==> src/rtl/i2c_tgt_pkg.sv <==
package i2c_tgt_pkg;

  typedef enum logic [3:0] {
    ST_IDLE, ST_ADDR, ST_AACK, ST_PTR, ST_PACK,
    ST_WDAT, ST_WACK, ST_RDAT, ST_RACK, ST_SKIP
  } tgtState_t;

  // strobes from the control FSM to the datapath
  typedef struct packed {
    logic clrBits;
    logic loadPtr;
    logic storeData;
    logic loadTx;
    logic shiftTx;
  } dpCmd_t;

endpackage

==> src/rtl/i2c_tgt_filter.sv <==
module i2c_tgt_filter #(
  parameter int SYNC_STAGES = 2,
  parameter int FILT_LEN    = 3
) (
  input  logic clk,
  input  logic rstN,
  input  logic sclRaw,
  input  logic sdaRaw,
  output logic sclFilt,
  output logic sdaFilt,
  output logic sclRise,
  output logic sclFall,
  output logic startC,
  output logic stopC
);
  // bit 0 = SCL, bit 1 = SDA
  logic [1:0] lineIn, lineFilt, linePrev;

  assign lineIn = rstN ? {sdaRaw, sclRaw} : 2'b11;

  for (genvar g = 0; g < 2; g++) begin : gLine
    logic [SYNC_STAGES-1:0] syncQ;
    logic [FILT_LEN-1:0]    histQ;
    logic                   filtQ;

    always_ff @(posedge clk or negedge rstN) begin
      if (!rstN) begin
        syncQ <= '1;
        histQ <= '1;
        filtQ <= 1'b1;
      end else begin
        syncQ <= {syncQ[SYNC_STAGES-2:0], lineIn[g]};
        histQ <= {histQ[FILT_LEN-2:0], syncQ[SYNC_STAGES-1]};
        if (&histQ)       filtQ <= 1'b1;
        else if (~|histQ) filtQ <= 1'b0;
      end
    end
    assign lineFilt[g] = filtQ;
  end

  always_ff @(posedge clk or negedge rstN) begin
    if (!rstN) linePrev <= 2'b11;
    else       linePrev <= lineFilt;
  end

  assign sclFilt = lineFilt[0];
  assign sdaFilt = lineFilt[1];
  assign sclRise = lineFilt[0] & ~linePrev[0];
  assign sclFall = ~lineFilt[0] & linePrev[0];
  assign startC  = lineFilt[0] & linePrev[0] & linePrev[1] & ~lineFilt[1];
  assign stopC   = lineFilt[0] & linePrev[0] & ~linePrev[1] & lineFilt[1];
endmodule

==> src/rtl/i2c_tgt_datapath.sv <==
module i2c_tgt_datapath import i2c_tgt_pkg::*; #(
  parameter int                DATA_W   = 8,
  parameter logic [DATA_W-1:0] PTR_LAST = 'h07
) (
  input  logic              clk,
  input  logic              rstN,
  input  dpCmd_t            cmd,
  input  logic              sclRise,
  input  logic              sdaFilt,
  input  logic [DATA_W-1:0] regRdata,
  output logic              byteFull,
  output logic [DATA_W-1:0] rxByte,
  output logic              txMsb,
  output logic              regWe,
  output logic [DATA_W-1:0] regWaddr,
  output logic [DATA_W-1:0] regWdata,
  output logic [DATA_W-1:0] regRaddr
);
  localparam int              BIT_W   = $clog2(DATA_W + 2);
  localparam logic [BIT_W-1:0] CNT_FULL = BIT_W'(DATA_W);
  localparam logic [BIT_W-1:0] CNT_TOP  = BIT_W'(DATA_W + 1);

  logic [BIT_W-1:0]  bitCnt;
  logic [DATA_W-1:0] rxShift, txShift, ptr, ptrNext;

  assign ptrNext  = (ptr == PTR_LAST) ? '0 : ptr + DATA_W'(1);
  assign byteFull = (bitCnt == CNT_FULL);
  assign rxByte   = rxShift;
  assign txMsb    = txShift[DATA_W-1];
  assign regRaddr = ptr;

  always_ff @(posedge clk or negedge rstN) begin
    if (!rstN) begin
      bitCnt   <= '0;
      rxShift  <= '0;
      txShift  <= '1;
      ptr      <= '0;
      regWe    <= 1'b0;
      regWaddr <= '0;
      regWdata <= '0;
    end else begin
      if (cmd.clrBits)                      bitCnt <= '0;
      else if (sclRise && bitCnt != CNT_TOP) bitCnt <= bitCnt + BIT_W'(1);

      if (sclRise) rxShift <= {rxShift[DATA_W-2:0], sdaFilt};

      if (cmd.loadTx)       txShift <= regRdata;
      else if (cmd.shiftTx) txShift <= {txShift[DATA_W-2:0], 1'b1};

      if (cmd.loadPtr)                        ptr <= rxShift;
      else if (cmd.storeData || cmd.loadTx)   ptr <= ptrNext;

      regWe <= cmd.storeData;
      if (cmd.storeData) begin
        regWaddr <= ptr;
        regWdata <= rxShift;
      end
    end
  end
endmodule

==> src/rtl/i2c_tgt_ctrl.sv <==
module i2c_tgt_ctrl import i2c_tgt_pkg::*; #(
  parameter int                DATA_W   = 8,
  parameter logic [DATA_W-2:0] DEV_ADDR = 'h09
) (
  input  logic              clk,
  input  logic              rstN,
  input  logic              sclRise,
  input  logic              sclFall,
  input  logic              startC,
  input  logic              stopC,
  input  logic              sdaFilt,
  input  logic              byteFull,
  input  logic [DATA_W-1:0] rxByte,
  input  logic              txMsb,
  output dpCmd_t            cmd,
  output logic              sdaOe
);
  tgtState_t st, stNext;
  logic      rdMode, rdNext, mAck, mAckNext;

  always_ff @(posedge clk or negedge rstN) begin
    if (!rstN) begin
      st     <= ST_IDLE;
      rdMode <= 1'b0;
      mAck   <= 1'b0;
    end else begin
      st     <= stNext;
      rdMode <= rdNext;
      mAck   <= mAckNext;
    end
  end

  always_comb begin
    stNext   = st;
    rdNext   = rdMode;
    mAckNext = mAck;
    cmd      = '0;
    if (startC) begin
      stNext      = ST_ADDR;
      cmd.clrBits = 1'b1;
    end else if (stopC) begin
      stNext = ST_IDLE;
    end else begin
      case (st)
        ST_ADDR: if (sclFall && byteFull) begin
          if (rxByte[DATA_W-1:1] == DEV_ADDR) begin
            stNext = ST_AACK;
            rdNext = rxByte[0];
          end else begin
            stNext = ST_SKIP;
          end
        end
        ST_AACK: if (sclFall) begin
          cmd.clrBits = 1'b1;
          if (rdMode) begin
            cmd.loadTx = 1'b1;
            stNext     = ST_RDAT;
          end else begin
            stNext = ST_PTR;
          end
        end
        ST_PTR: if (sclFall && byteFull) begin
          cmd.loadPtr = 1'b1;
          stNext      = ST_PACK;
        end
        ST_PACK, ST_WACK: if (sclFall) begin
          cmd.clrBits = 1'b1;
          stNext      = ST_WDAT;
        end
        ST_WDAT: if (sclFall && byteFull) begin
          cmd.storeData = 1'b1;
          stNext        = ST_WACK;
        end
        ST_RDAT: if (sclFall) begin
          if (byteFull) stNext = ST_RACK;
          else          cmd.shiftTx = 1'b1;
        end
        ST_RACK: begin
          if (sclRise) mAckNext = ~sdaFilt;
          if (sclFall) begin
            if (mAck) begin
              cmd.clrBits = 1'b1;
              cmd.loadTx  = 1'b1;
              stNext      = ST_RDAT;
            end else begin
              stNext = ST_SKIP;
            end
          end
        end
        default: ;
      endcase
    end
  end

  assign sdaOe = (st == ST_AACK) || (st == ST_PACK) || (st == ST_WACK) ||
                 ((st == ST_RDAT) && !txMsb);
endmodule

==> src/rtl/i2c_reg_target.sv <==
module i2c_reg_target import i2c_tgt_pkg::*; #(
  parameter int                DATA_W      = 8,
  parameter logic [DATA_W-2:0] DEV_ADDR    = 'h09,
  parameter logic [DATA_W-1:0] PTR_LAST    = 'h07,
  parameter int                SYNC_STAGES = 2,
  parameter int                FILT_LEN    = 3
) (
  input  logic              clk,
  input  logic              rstN,
  input  logic              sclIn,
  input  logic              sdaIn,
  output logic              sdaOe,
  output logic              regWe,
  output logic [DATA_W-1:0] regWaddr,
  output logic [DATA_W-1:0] regWdata,
  output logic [DATA_W-1:0] regRaddr,
  input  logic [DATA_W-1:0] regRdata
);
  logic              sclFilt, sdaFilt, sclRise, sclFall, startC, stopC;
  logic              byteFull, txMsb;
  logic [DATA_W-1:0] rxByte;
  dpCmd_t            cmd;

  i2c_tgt_filter #(.SYNC_STAGES(SYNC_STAGES), .FILT_LEN(FILT_LEN)) uFilt (
    .clk(clk), .rstN(rstN), .sclRaw(sclIn), .sdaRaw(sdaIn),
    .sclFilt(sclFilt), .sdaFilt(sdaFilt), .sclRise(sclRise),
    .sclFall(sclFall), .startC(startC), .stopC(stopC)
  );

  i2c_tgt_ctrl #(.DATA_W(DATA_W), .DEV_ADDR(DEV_ADDR)) uCtrl (
    .clk(clk), .rstN(rstN), .sclRise(sclRise), .sclFall(sclFall),
    .startC(startC), .stopC(stopC), .sdaFilt(sdaFilt), .byteFull(byteFull),
    .rxByte(rxByte), .txMsb(txMsb), .cmd(cmd), .sdaOe(sdaOe)
  );

  i2c_tgt_datapath #(.DATA_W(DATA_W), .PTR_LAST(PTR_LAST)) uDp (
    .clk(clk), .rstN(rstN), .cmd(cmd), .sclRise(sclRise), .sdaFilt(sdaFilt),
    .regRdata(regRdata), .byteFull(byteFull), .rxByte(rxByte), .txMsb(txMsb),
    .regWe(regWe), .regWaddr(regWaddr), .regWdata(regWdata), .regRaddr(regRaddr)
  );
endmodule

==> config.mk <==
export PLATFORM = sky130hd
export DESIGN_NAME = i2c_reg_target
export DESIGN_NICKNAME = d
export VERILOG_FILES = /design/src/rtl/i2c_tgt_pkg.sv /design/src/rtl/i2c_tgt_filter.sv /design/src/rtl/i2c_tgt_datapath.sv /design/src/rtl/i2c_tgt_ctrl.sv /design/src/rtl/i2c_reg_target.sv
export SDC_FILE = /design/constraint.sdc
export NUM_CORES = 1
export LEC_CHECK = 0
export ABC_CLOCK_PERIOD_IN_PS = 2300
export BUFFER_PORTS_ARGS = -buffer_cell sky130_fd_sc_hd__buf_2
export CAP_MARGIN = 20
export CORE_MARGIN = 1
export CORE_UTILIZATION = 40
export CTS_CLUSTER_SIZE = 28
export DETAILED_ROUTE_END_ITERATION = 8
export GPL_ROUTABILITY_DRIVEN = 1
export SYNTH_ARGS = -nofsm -noshare
export SYNTH_HDL_FRONTEND = slang
export SYNTH_SLANG_ARGS = --single-unit
==> constraint.sdc <==
create_clock -name clk -period 2.3 [get_ports clk]
set_input_delay 0.115 -clock clk [delete_from_list [all_inputs] [get_ports clk]]
set_output_delay 0.115 -clock clk [all_outputs]
set_load 0.02 [all_outputs]
==> results by group, run 1 <==
Global routing
  – Vias in the first global route: 2326
  – Number of antenna violations at the first check in global routing: 0
  – GR Util All Layers: 0.176
  – First-pass GRT wire length: 11600 µm
  – Remaining global-route overflow: 0
  – Largest net degree at the start of global routing: 33

Detailed routing
  – Wire per inst: 15.3 µm
  – Via count: 2403
  – Initial detailed-routing violation count: 108
  – Avg Vias per Cell: 5.45
  – DRC errors left: 0
  – DRT Wirelength: 6760 µm
  – Initial DRT Pass Iterations: 4
  – Final ANT Viol Nets: 0

Clock network
  – CTS tree: done
  – CTS buffer count: 9
  – CTS H-tree lvls: 3
  – Clock transition at path regs: 0.07 ns
  – Clk Latency, worst-skew pair: 0.34 ns
  – Post-CTS Setup Bufs: 0
  – Clock buffer depth: 2
  – Clock net sink count: 65
  – Root Buffer Master: clkbuf_8

Yosys
  – FFs w/ async S/R, synth: 1.00
  – Synth top area share: 0.332
  – Yosys reg bits: 65
  – Syn Nets: 300
  – Sequential fraction of the synthesis area: 0.511
  – Warnings from Yosys: 0
  – Synth area leaders: dfrtp_1, dfstp_2, mux2_2
  – Primary FF master, synth: dfrtp_1
  – Most frequent cell after synthesis: dfrtp_1
  – Avg Cell Area, Syn: 11.4 µm²
  – Post-synth top area cell: dfrtp_1
  – Synth cell types: 66
  – Commonest cells post-synth: dfrtp_1, nand2_1, dfstp_2
  – Post-synth design cell area: 3240 µm²
  – Post-synth EDFFs: 0
  – Cells after Synth: 284

Cells and area
  – Layout Utilization: 0.497
  – Share of cells above drive strength 1: 0.363
  – Ant diodes: 0
  – Final nets: 350
  – P&R area growth vs syn: 19.1%
  – Fin cells: 441
  – Final instance area: 3860 µm²

Critical path
  – Delay-heaviest family, CP: flip-flops
  – Crit path max fanout: 19
  – Worst Setup End Kind: flop
  – CP Class: reg2reg
  – Startpoint Class: flop
  – Crit path DAT: 2.21 ns
  – CP max stage delay: 0.69 ns
  – Worst Path Buf+Inv: 0
  – Setup crit start: uCtrl.st[3]$_DFFE_PN0P_
  – Worst Path Required: 2.52 ns
  – Worst path cell trace: and4bb_4, and2b_4, a2111oi_1, a21oi_1, mux2_1
  – CP max-delay cell: dfrtp_1
  – Worst r2r src: uCtrl.st[3]$_DFFE_PN0P_

Timing
  – Final setup fails: 0
  – Slew margin rel.: 0.599
  – Tcrit/Tclk final: 0.866
  – Skew final: 0.0114 ns
  – Hold Fails Final Rpt: 0
  – Worst-Margin Slew: 0.595 ns
  – FMAX: 0.502 GHz
  – Final TNS setup: 0 ns
  – Final Max Tran Viols: 0
  – Final min period: 1.99 ns
  – RSZ-0062 raised after global routing: no

Placed design
  – GP Congestion: 0.878
  – IO buf count: 37
  – HPWL after detailed placement: 4810 µm
  – Post-Place Cells: 419
  – Dpl cell area: 3560 µm²

Floorplanning
  – Top Ports: 38
  – Rows: 32
  – Initial Util: 0.417
  – Core area: 7770 µm²
  – Die span in y: 92.0 µm
  – Die area: 8460 µm²
  – Die W: 92.0 µm

Hold path
  – Worst hold start: regRdata[1]
  – Min-delay worst type: in2reg

Pwr
  – Reg power frac: 0.464
  – Switching Power: 789 µW
  – Pwr dens: 757 nW/µm²
  – Total power: 2.92 mW
  – Power share of the clock group: 0.398
  – Leakage power: 1.83 nW
  – Switching share of total power: 0.270
  – Int Pwr: 2.13 mW
  – Comb pwr share: 0.138
  – Worst VDD drop: 0.000388 V

Status
  – Outcome: finished, final reports clean

Job
  – Max cap viols: 0
layout by cell type, fill, tap and decap left out, types with 3 or more instances in the layout:
cell type and count:
nor3b_1 3, dfrtp_1 43, nor2_1 19, nand2_1 24
ha_1 4, nor2b_1 4, nand2b_1 5, dlygate4sd3_1 6
nand4_1 5, clkbuf_8 9, buf_4 8, o21ai_1 3
buf_2 37, a21oi_1 9, mux2_4 9, nand3b_1 4
dfstp_2 22, a31oi_1 5, o22a_1 3, o21a_1 4
o211ai_1 3, inv_1 6, xor2_1 3, o21ai_0 13
nand3_1 9, mux2_2 15, xnor2_1 5, a22oi_1 4
bufinv_16 3
stage by stage:
stage / hold WS (ns) / setup slack [ns]
finish: 0.0124 / 0.309
global route: 0.0115 / 0.122
CTS: 0.000223 / 0.302
detailed placement: 0.130 / 0.313
global placement: 0.118 / 0.356
floorplan: -0.181 / 0.498
timing repair:
item / CTS / global route
gates resized for setup: 0 / 0
hold buffers: 6 / 0
endpoints found under the hold margin: 13 / 0
path summary, 6_finish.rpt:
check                                                          to  slack (ns)  cells past startpoint
worst max register to register            uCtrl.st[0]$_DFFE_PN0P_        0.31                      5
max in group asynchronous              uDp.txShift[1]$_DFFE_PN1P_        1.35                      3
min in group asynchronous             uDp.regWaddr[1]$_DFFE_PN0P_        0.28                      2
worst min-delay path                   uDp.txShift[1]$_DFFE_PN1P_        0.01                      3
worst min register to register  uFilt.gLine[1].histQ[0]$_DFF_PN1_        0.35                      0
worst max-delay path                      uCtrl.st[0]$_DFFE_PN0P_        0.31                      5
worst reg2reg max path, delay by kind of cell, from the launching register on:
family | cells | cell delay [ns]
AND/OR/NAND/NOR | 2 | 0.49
AO/OA/AOI/OAI | 2 | 0.37
multiplexers | 1 | 0.32
flip-flops | 1 | 0.69
sequential cells by signal, indices dropped and copies added (netlist names):
signal,cells
uFilt.gLine.syncQ,4
uFilt.sdaFilt,1
uFilt.gLine.histQ,6
uCtrl.rdMode,1
uFilt.linePrev,2
uCtrl.mAck,1
uDp.bitCnt,4
uCtrl.st,4
uFilt.sclFilt,1
uDp.regRaddr,8
uDp.regWe,1
uDp.rxByte,8
uDp.txShift,8
uDp.regWaddr,8
uDp.regWdata,8
cell type report:
cell class | count | area [µm²]
Tap cell | 102 | 128
Fill cell | 727 | 3910
Clock inverter | 7 | 118
Sequential cell | 65 | 1650
Multi-Input combinational cell | 198 | 1480
Clock buffer | 9 | 124
Inverter | 8 | 30.0
Timing Repair Buffer | 52 | 325
kinds of logic (layout without fill, tap and decap cells):
logic type                 Yosys count  in the layout  synth area share
and+or+nand+nor                     95             95             0.177
DFF                                 65             65             0.511
AOI/OAI and AO/OA                   64             64             0.139
muxes                               27             27             0.104
buffers and inverters               21             76            0.0324
xor gates and xnor gates             8              8            0.0216
adders and majority gates            4              4            0.0155
power groups by stage:
| stage | registers, mW | clock network (mW) | logic [mW] |
|---|---|---|---|
| 4_1_cts | 1.35 | 1.20 | 0.404 |
| 3_5_place_dp | 1.37 | 0 | 0.393 |
| 2_1_floorplan | 1.29 | 0 | 0.348 |
| 3_3_place_gp | 1.37 | 0 | 0.388 |
| 6_report | 1.36 | 1.16 | 0.403 |
| 5_1_grt | 1.37 | 1.25 | 0.457 |
routing by layer:
layer  share of wire  vias to the layer above  GRT usage
met5               0                        -          0
met4           0.020                        0     0.0781
met3           0.046                       14     0.0456
met2            0.47                       73      0.281
met1            0.47                     1178      0.224
li1                -                     1138          -
(Power assumes the default switching activity.)
==> inputs of run 2 (changes only) <==
CORE_UTILIZATION = 33   (was 40)
PLACE_DENSITY = 0.51   (was default)
SYNTH_HIERARCHICAL = 1   (was default)
==> results by group, run 2 <==
Status
  – Outcome: finished, violations left
  – Failing checks: DRC, setup timing

Yosys
  – FFs w/ async S/R, synth: 1.00 (unchanged)
  – Largest family of logic cells by synthesized area: simple AND/OR/NAND/NOR gates
  – Post-synth top area cell: dfrtp_1
  – Commonest cells post-synth: dfrtp_1, mux2_2, dfstp_2, nand2_1, o21ai_0
  – Most frequent cell after synthesis: dfrtp_1
  – Avg Cell Area, Syn: 11.6 µm² (+1.8%)
  – Warnings from Yosys: 6 (+6)
  – Synth cell types: 57 (-14%)
  – Synth top area share: 0.351 (+0.0190)
  – Synth area leaders: dfrtp_1, dfstp_2, mux2_2
  – Post-synthesis xor/xnor area fraction: 0.0200 (-0.00162)
  – Adder-cell share of the synthesized area: 0.0163 (+0.000883)
  – Yosys reg bits: 65 (unchanged)
  – Post-synth design cell area: 3060 µm² (-5.4%)
  – Syn Nets: 280 (-6.7%)
  – Sequential fraction of the synthesis area: 0.540 (+0.0292)
  – Cells after Synth: 264 (-7.0%)
  – Synth Area in Simple Gates: 0.165 (-0.0123)
  – Area fraction in compound gates after synthesis: 0.107 (-0.0329)
  – Primary FF master, synth: dfrtp_1
  – Post-synth EDFFs: 0 (unchanged)
  – Mux contribution to synthesized area: 0.125 (+0.0214)

Pwr
  – Pwr dens: 631 nW/µm² (-17%)
  – Worst VDD drop: 0.000557 V (+44%)
  – Switching Power: 626 µW (-21%)
  – Comb pwr share: 0.096 (-0.042)
  – Switching share of total power: 0.255 (-0.0155)
  – Leakage power: 1.73 nW (-5.2%)
  – Int Pwr: 1.83 mW (-14%)
  – Power share of the clock group: 0.389 (-0.009)
  – Reg power frac: 0.515 (+0.051)

Cells and area
  – Area of all sequential standard cells: 1650 µm² (unchanged)
  – Commonest non-fill, non-tap cell in the layout: dfrtp_1
  – Multi-input logic area: 1370 µm² (-7.5%)
  – Share of cells above drive strength 1: 0.435 (+0.0725)
  – Fin cells: 448 (+1.6%)
  – Layout Utilization: 0.441 (-0.0562)
  – Ant diodes: 0 (unchanged)
  – Commonest cells after routing, fill and taps aside: dfrtp_1, buf_2, mux2_2, nand2_1, dfstp_2
  – Final nets: 351 (+0.29%)
  – Fillers: 850 (+17%)
  – P&R area growth vs syn: 27.2%

Timing
  – Hold Fails Final Rpt: 0 (unchanged)
  – Setup ws final: -0.0310 ns (-0.340 ns)
  – Final setup fails: 1 (+1)
  – Slew margin rel.: 0.647 (+0.0480)
  – Skew final: 0.00946 ns (-0.00197 ns)
  – FMAX: 0.429 GHz (-15%)
  – Final Max Tran Viols: 0 (unchanged)
  – WHS: 0.265 ns (+0.252 ns)
  – Tcrit/Tclk final: 1.01 (+0.148)
  – Final min period: 2.33 ns (+0.340 ns)
  – Worst-Margin Slew: 0.529 ns (-0.0657 ns)
  – Final TNS setup: -0.0310 ns (-0.0310 ns)
  – RSZ-0062 raised after global routing: yes

Clock network
  – Root Buffer Master: clkbuf_8
  – CTS tree: done
  – Clock transition at path regs: 0.08 ns (about the same)
  – Clock net sink count: 65 (unchanged)
  – Clock buffer depth: 2 (unchanged)
  – CTS buffer count: 9 (unchanged)
  – Clk Latency, worst-skew pair: 0.34 ns (about the same)
  – CTS H-tree lvls: 3 (unchanged)

Detailed routing
  – Initial detailed-routing violation count: 62 (-43%)
  – Avg Vias per Cell: 4.88 (-11%)
  – Initial DRT Pass Iterations: 8 (+4)
  – Final ANT Viol Nets: 0 (unchanged)
  – DRT Wirelength: 6190 µm (-8.5%)
  – Via count: 2184 (-9.1%)
  – Wire per inst: 13.8 µm (-9.9%)
  – DRC errors left: 1 (+1)

Global routing
  – First-pass GRT wire length: 10800 µm (-6.6%)
  – GR Util All Layers: 0.143 (-0.0334)
  – Largest net degree at the start of global routing: 36 (+9.1%)
  – Remaining global-route overflow: 0 (unchanged)
  – Vias in the first global route: 2177 (-6.4%)
  – Number of antenna violations at the first check in global routing: 0 (unchanged)

Placed design
  – HPWL after detailed placement: 4300 µm (-11%)
  – IO buf count: 37 (unchanged)
  – Placement Setup Slack: 0.0197 ns (-0.293 ns)
  – GP Congestion: 0.753 (-14%)
  – Post-Place Cells: 419 (unchanged)

Floorplanning
  – Core area: 8850 µm² (+14%)
  – Die span in y: 98.4 µm (+6.9%)
  – Rows: 34 (+6.3%)
  – Initial Util: 0.346 (-0.0707)
  – Die area: 9670 µm² (+14%)
  – Die W: 98.4 µm (+6.9%)
  – Top Ports: 38 (unchanged)

Job
  – Max cap viols: 0 (unchanged)

Critical path
  – Worst Setup End Kind: flop
  – Crit path max fanout: 2 (-17)
  – Crit path DAT: 2.57 ns (+0.36 ns)
  – CP Class: reg2reg
  – Worst Path Required: 2.54 ns (+0.02 ns)
  – Startpoint Class: flop

Hold path
  – Min-delay worst type: in2async
[run 2: changes by cell type after synthesis, sizes merged, moves of 4 or more]
cell,previous run,this run
o21ai,16,24
mux2i,2,9
nor2,19,12
nand3,10,5
o211ai,4,0
o21a,4,0
[run 2: area by class of cell]
| type | count | share of cell area |
|---|---|---|
| flip-flops and latches | 65 | 0.424 |
| multi-input cells | 179 | 0.351 |
| repair buffers | 73 | 0.133 |
| well taps | 108 | 0.0347 |
| clock buffers | 10 | 0.0327 |
| clock inverters | 6 | 0.0173 |
| inverters | 7 | 0.00674 |
[run 2: logic make-up after synthesis]
logic type | count (synthesis)
xor gates and xnor gates | 7
DFF | 65
buffers and inverters | 20
adders and majority gates | 4
AOI/OAI and AO/OA | 51
muxes | 35
and+or+nand+nor | 82
[run 2: power groups by stage]
stage	combinational [mW]	clock [mW]	sequential [mW]
2_1_floorplan	0.108	0	1.28
6_report	0.236	0.957	1.27
4_1_cts	0.226	1.00	1.26
3_5_place_dp	0.212	0	1.28
3_3_place_gp	0.208	0	1.28
5_1_grt	0.271	1.04	1.28
[run 2: metrics by stage]
stage | total power, mW | cell area, µm²
after floorplan | 1.39 | 3070
after global placement | 1.49 | 3530
after detailed placement | 1.50 | 3530
after CTS | 2.49 | 3850
after global routing | 2.59 | 3900
final | 2.46 | 3900
[run 2: per-layer routing]
| metal | vias up | track usage | wire length [µm] |
|---|---|---|---|
| li1 | 1079 | - | - |
| met2 | 41 | 0.210 | 2730 |
| met5 | - | 0 | 0 |
| met4 | 0 | 0.0586 | 68 |
| met3 | 7 | 0.0387 | 236 |
| met1 | 1057 | 0.199 | 3150 |
[run 2: critical path, cell delays in order, from the launching register on]
cell      delay [ns]
dfrtp_1         0.39
inv_2           0.09
ha_4            0.11
and3b_2         0.19
nand3_2         0.07
or3_4           0.39
nor3b_4         0.26
nor2_2          0.09
a21oi_4         0.12
or4b_1          0.44
o311ai_1        0.08
[run 2: repair_timing]
action	in CTS	in global routing
endpoints found under the hold margin	16	0
endpoints found under the setup margin	2	23
hold buffers	11	0
gates resized for setup	1	13
buffers inserted	1	2
pin swaps	0	7
[run 2: path summary, 6_finish.rpt]
kind                                              startpoint                           endpoint  slack (ns)  cells after the start
min in group clk           uFilt/gLine[1].syncQ[0]$_DFF_PN1_  uFilt/gLine[1].syncQ[1]$_DFF_PN1_        0.36                      0
setup reg to reg                   uDp/bitCnt[0]$_DFFE_PN0P_        uDp/regRaddr[6]$_DFFE_PN0P_       -0.03                     10
hold reg to reg            uFilt/gLine[1].syncQ[0]$_DFF_PN1_  uFilt/gLine[1].syncQ[1]$_DFF_PN1_        0.36                      0
hold / removal                                          rstN        uDp/regWdata[3]$_DFFE_PN0P_        0.26                      2
max in group asynchronous                               rstN         uDp/txShift[4]$_DFFE_PN1P_        1.41                      3
setup / recovery                   uDp/bitCnt[0]$_DFFE_PN0P_        uDp/regRaddr[6]$_DFFE_PN0P_       -0.03                     10
==> inputs of run 3 (changes only) <==
ABC_CLOCK_PERIOD_IN_PS = 2100   (was 2300)
PLACE_DENSITY = 0.53   (was 0.51)
clock period = 2.1 ns   (was 2.3 ns; I/O delays follow)
==> results by group, run 3 (synthesis gave the netlist of run 2 again) <==
Status
  – Outcome: finished, violations left
  – Failing checks: DRC, setup timing

Cells and area
  – Commonest cells after routing, fill and taps aside: dfrtp_1, buf_2, buf_4, nand2_1, dfstp_2
  – Ant diodes: 0 (unchanged)
  – Share of cells above drive strength 1: 0.471 (+0.0353)
  – Final instance area: 4120 µm² (+5.6%)
  – P&R area growth vs syn: 34.4%
  – Final nets: 368 (+4.8%)
  – Fin cells: 465 (+3.8%)
  – Layout Utilization: 0.465 (+0.0247)
  – Commonest non-fill, non-tap cell in the layout: dfrtp_1

Timing
  – Skew final: 0.00776 ns (-0.00170 ns)
  – WHS: 0.311 ns (+0.0461 ns)
  – Final min period: 2.36 ns (+0.0285 ns)
  – Final Max Tran Viols: 0 (unchanged)
  – Hold Fails Final Rpt: 0 (unchanged)
  – Setup ws final: -0.259 ns (-0.228 ns)
  – Final setup fails: 21 (+20)
  – Slew margin rel.: 0.595 (-0.0523)
  – Tcrit/Tclk final: 1.12 (+0.110)
  – Final TNS setup: -2.15 ns (-2.11 ns)
  – Worst-Margin Slew: 0.608 ns (+0.0784 ns)
  – RSZ-0062 raised after global routing: yes
  – FMAX: 0.424 GHz (-1.2%)

Placed design
  – Dpl cell area: 3650 µm² (+3.3%)
  – HPWL after detailed placement: 4300 µm (about the same)
  – IO buf count: 37 (unchanged)
  – Post-Place Cells: 431 (+2.9%)
  – GP Congestion: 0.800 (+6.3%)

Floorplanning
  – Die area: 9670 µm² (unchanged)
  – Die W: 98.4 µm (unchanged)
  – Rows: 34 (unchanged)
  – Initial Util: 0.346 (unchanged)
  – Die span in y: 98.4 µm (unchanged)
  – Top Ports: 38 (unchanged)
  – Core area: 8850 µm² (unchanged)

Hold path
  – Min-delay worst type: in2async

Pwr
  – Leakage power: 1.84 nW (+6.3%)
  – Worst VDD drop: 0.000405 V (-27%)
  – Pwr dens: 701 nW/µm² (+11%)

Critical path
  – R2r worst-path depth: 8 (-2)
  – Startpoint Class: flop
  – CP Class: reg2reg
  – Reg2reg end: uDp/regRaddr[6]$_DFFE_PN0P_
  – CP max stage delay: 0.56 ns (+0.12 ns)
  – Worst r2r src: uFilt/sdaFilt$_DFFE_PN1P_
  – Delay-heaviest family, CP: simple AND/OR/NAND/NOR gates
  – R2r setup slk: -0.26 ns (-0.23 ns)
  – Crit path DAT: 2.60 ns (+0.03 ns)
  – Crit path max fanout: 4 (+2)
  – Worst Setup End Kind: flop
  – Worst Path Buf+Inv: 0 (-1)
  – Worst path cell trace: nor3b_2, or2_4, or3_4, nor3b_4, nor2_4, a21oi_4, or4b_4, o311ai_4
  – Worst Path Required: 2.34 ns (-0.20 ns)
  – CP max-delay cell: dfstp_2

Detailed routing
  – Wire per inst: 14.0 µm (+1.6%)
  – Initial detailed-routing violation count: 82 (+32%)
  – Via count: 2291 (+4.9%)
  – Avg Vias per Cell: 4.93 (+1.1%)
  – DRT Wirelength: 6520 µm (+5.5%)
  – Final ANT Viol Nets: 0 (unchanged)
  – DRC errors left: 2 (+1)
  – Initial DRT Pass Iterations: 6 (-2)

Clock network
  – CTS buffer count: 9 (unchanged)
  – CTS tree: done
  – Root Buffer Master: clkbuf_8
  – Clock transition at path regs: 0.07 ns (about the same)
  – Clock net sink count: 65 (unchanged)
  – Clk Latency, worst-skew pair: 0.34 ns (about the same)
  – CTS H-tree lvls: 3 (unchanged)
  – Clock buffer depth: 2 (unchanged)

Job
  – Max cap viols: 0 (unchanged)

Global routing
  – Vias in the first global route: 2310 (+6.1%)
  – Largest net degree at the start of global routing: 42 (+17%)
  – GR Util All Layers: 0.142 (-0.00103)
  – Remaining global-route overflow: 0 (unchanged)
  – Number of antenna violations at the first check in global routing: 0 (unchanged)
  – First-pass GRT wire length: 10700 µm (-0.64%)
## run 3: timing repair
item	4_1_cts	5_1_grt
hold buffers	11	0
endpoints found under the hold margin	19	0
endpoints found under the setup margin	21	28
gates resized for setup	3	17
setup buffers	5	3
pin swaps	7	9
cloned	0	1
## run 3: power breakdown
group / total, mW / internal [mW] / leakage (nW) / switching (mW)
combinational: 0.339 / 0.191 / 0.914 / 0.148
sequential: 1.39 / 1.33 / 0.822 / 0.0605
clock: 1.16 / 0.701 / 0.108 / 0.461
total: 2.89 / 2.22 / 1.84 / 0.670
## run 3: metal layers
layer / part of all wire / wire [µm] / GRT usage
met1: 0.48 / 3150 / 0.190
met2: 0.46 / 3000 / 0.217
met3: 0.040 / 262 / 0.0344
met4: 0.017 / 113 / 0.0643
met5: 0 / 0 / 0
## run 3: how the worst max path moves through the flow
stage / startpoint / end / slack [ns] / depth (start not counted)
3_3_place_gp: uFilt/sdaFilt$_DFFE_PN1P_ / uDp/regRaddr[6]$_DFFE_PN0P_ / -0.19 / 9
5_1_grt: uFilt/sdaFilt$_DFFE_PN1P_ / uDp/regRaddr[6]$_DFFE_PN0P_ / -0.32 / 8
4_1_cts: uDp/bitCnt[1]$_DFFE_PN0P_ / uDp/regRaddr[6]$_DFFE_PN0P_ / -0.24 / 10
6_report: uFilt/sdaFilt$_DFFE_PN1P_ / uDp/regRaddr[6]$_DFFE_PN0P_ / -0.26 / 8
2_1_floorplan: uFilt/sdaFilt$_DFFE_PN1P_ / uDp/regRaddr[6]$_DFFE_PN0P_ / -0.33 / 9
3_5_place_dp: uFilt/sdaFilt$_DFFE_PN1P_ / uDp/regRaddr[2]$_DFFE_PN0P_ / -0.27 / 8
## run 3: cell type report
class | instances | area (µm²)
inverter | 7 | 26.3
timing repair buffer | 90 | 651
sequential | 65 | 1650
tap | 108 | 135
multi-input combinational | 179 | 1440
clock inverter | 3 | 65.1
clock buffer | 13 | 149
fill | 809 | 4730
## run 3: per-stage QoR
stage	worst slack, ns	total power [mW]
2_1_floorplan	-0.331	1.52
3_3_place_gp	-0.187	1.68
3_5_place_dp	-0.270	1.69
4_1_cts	-0.242	2.91
5_1_grt	-0.324	3.02
6_report	-0.259	2.89
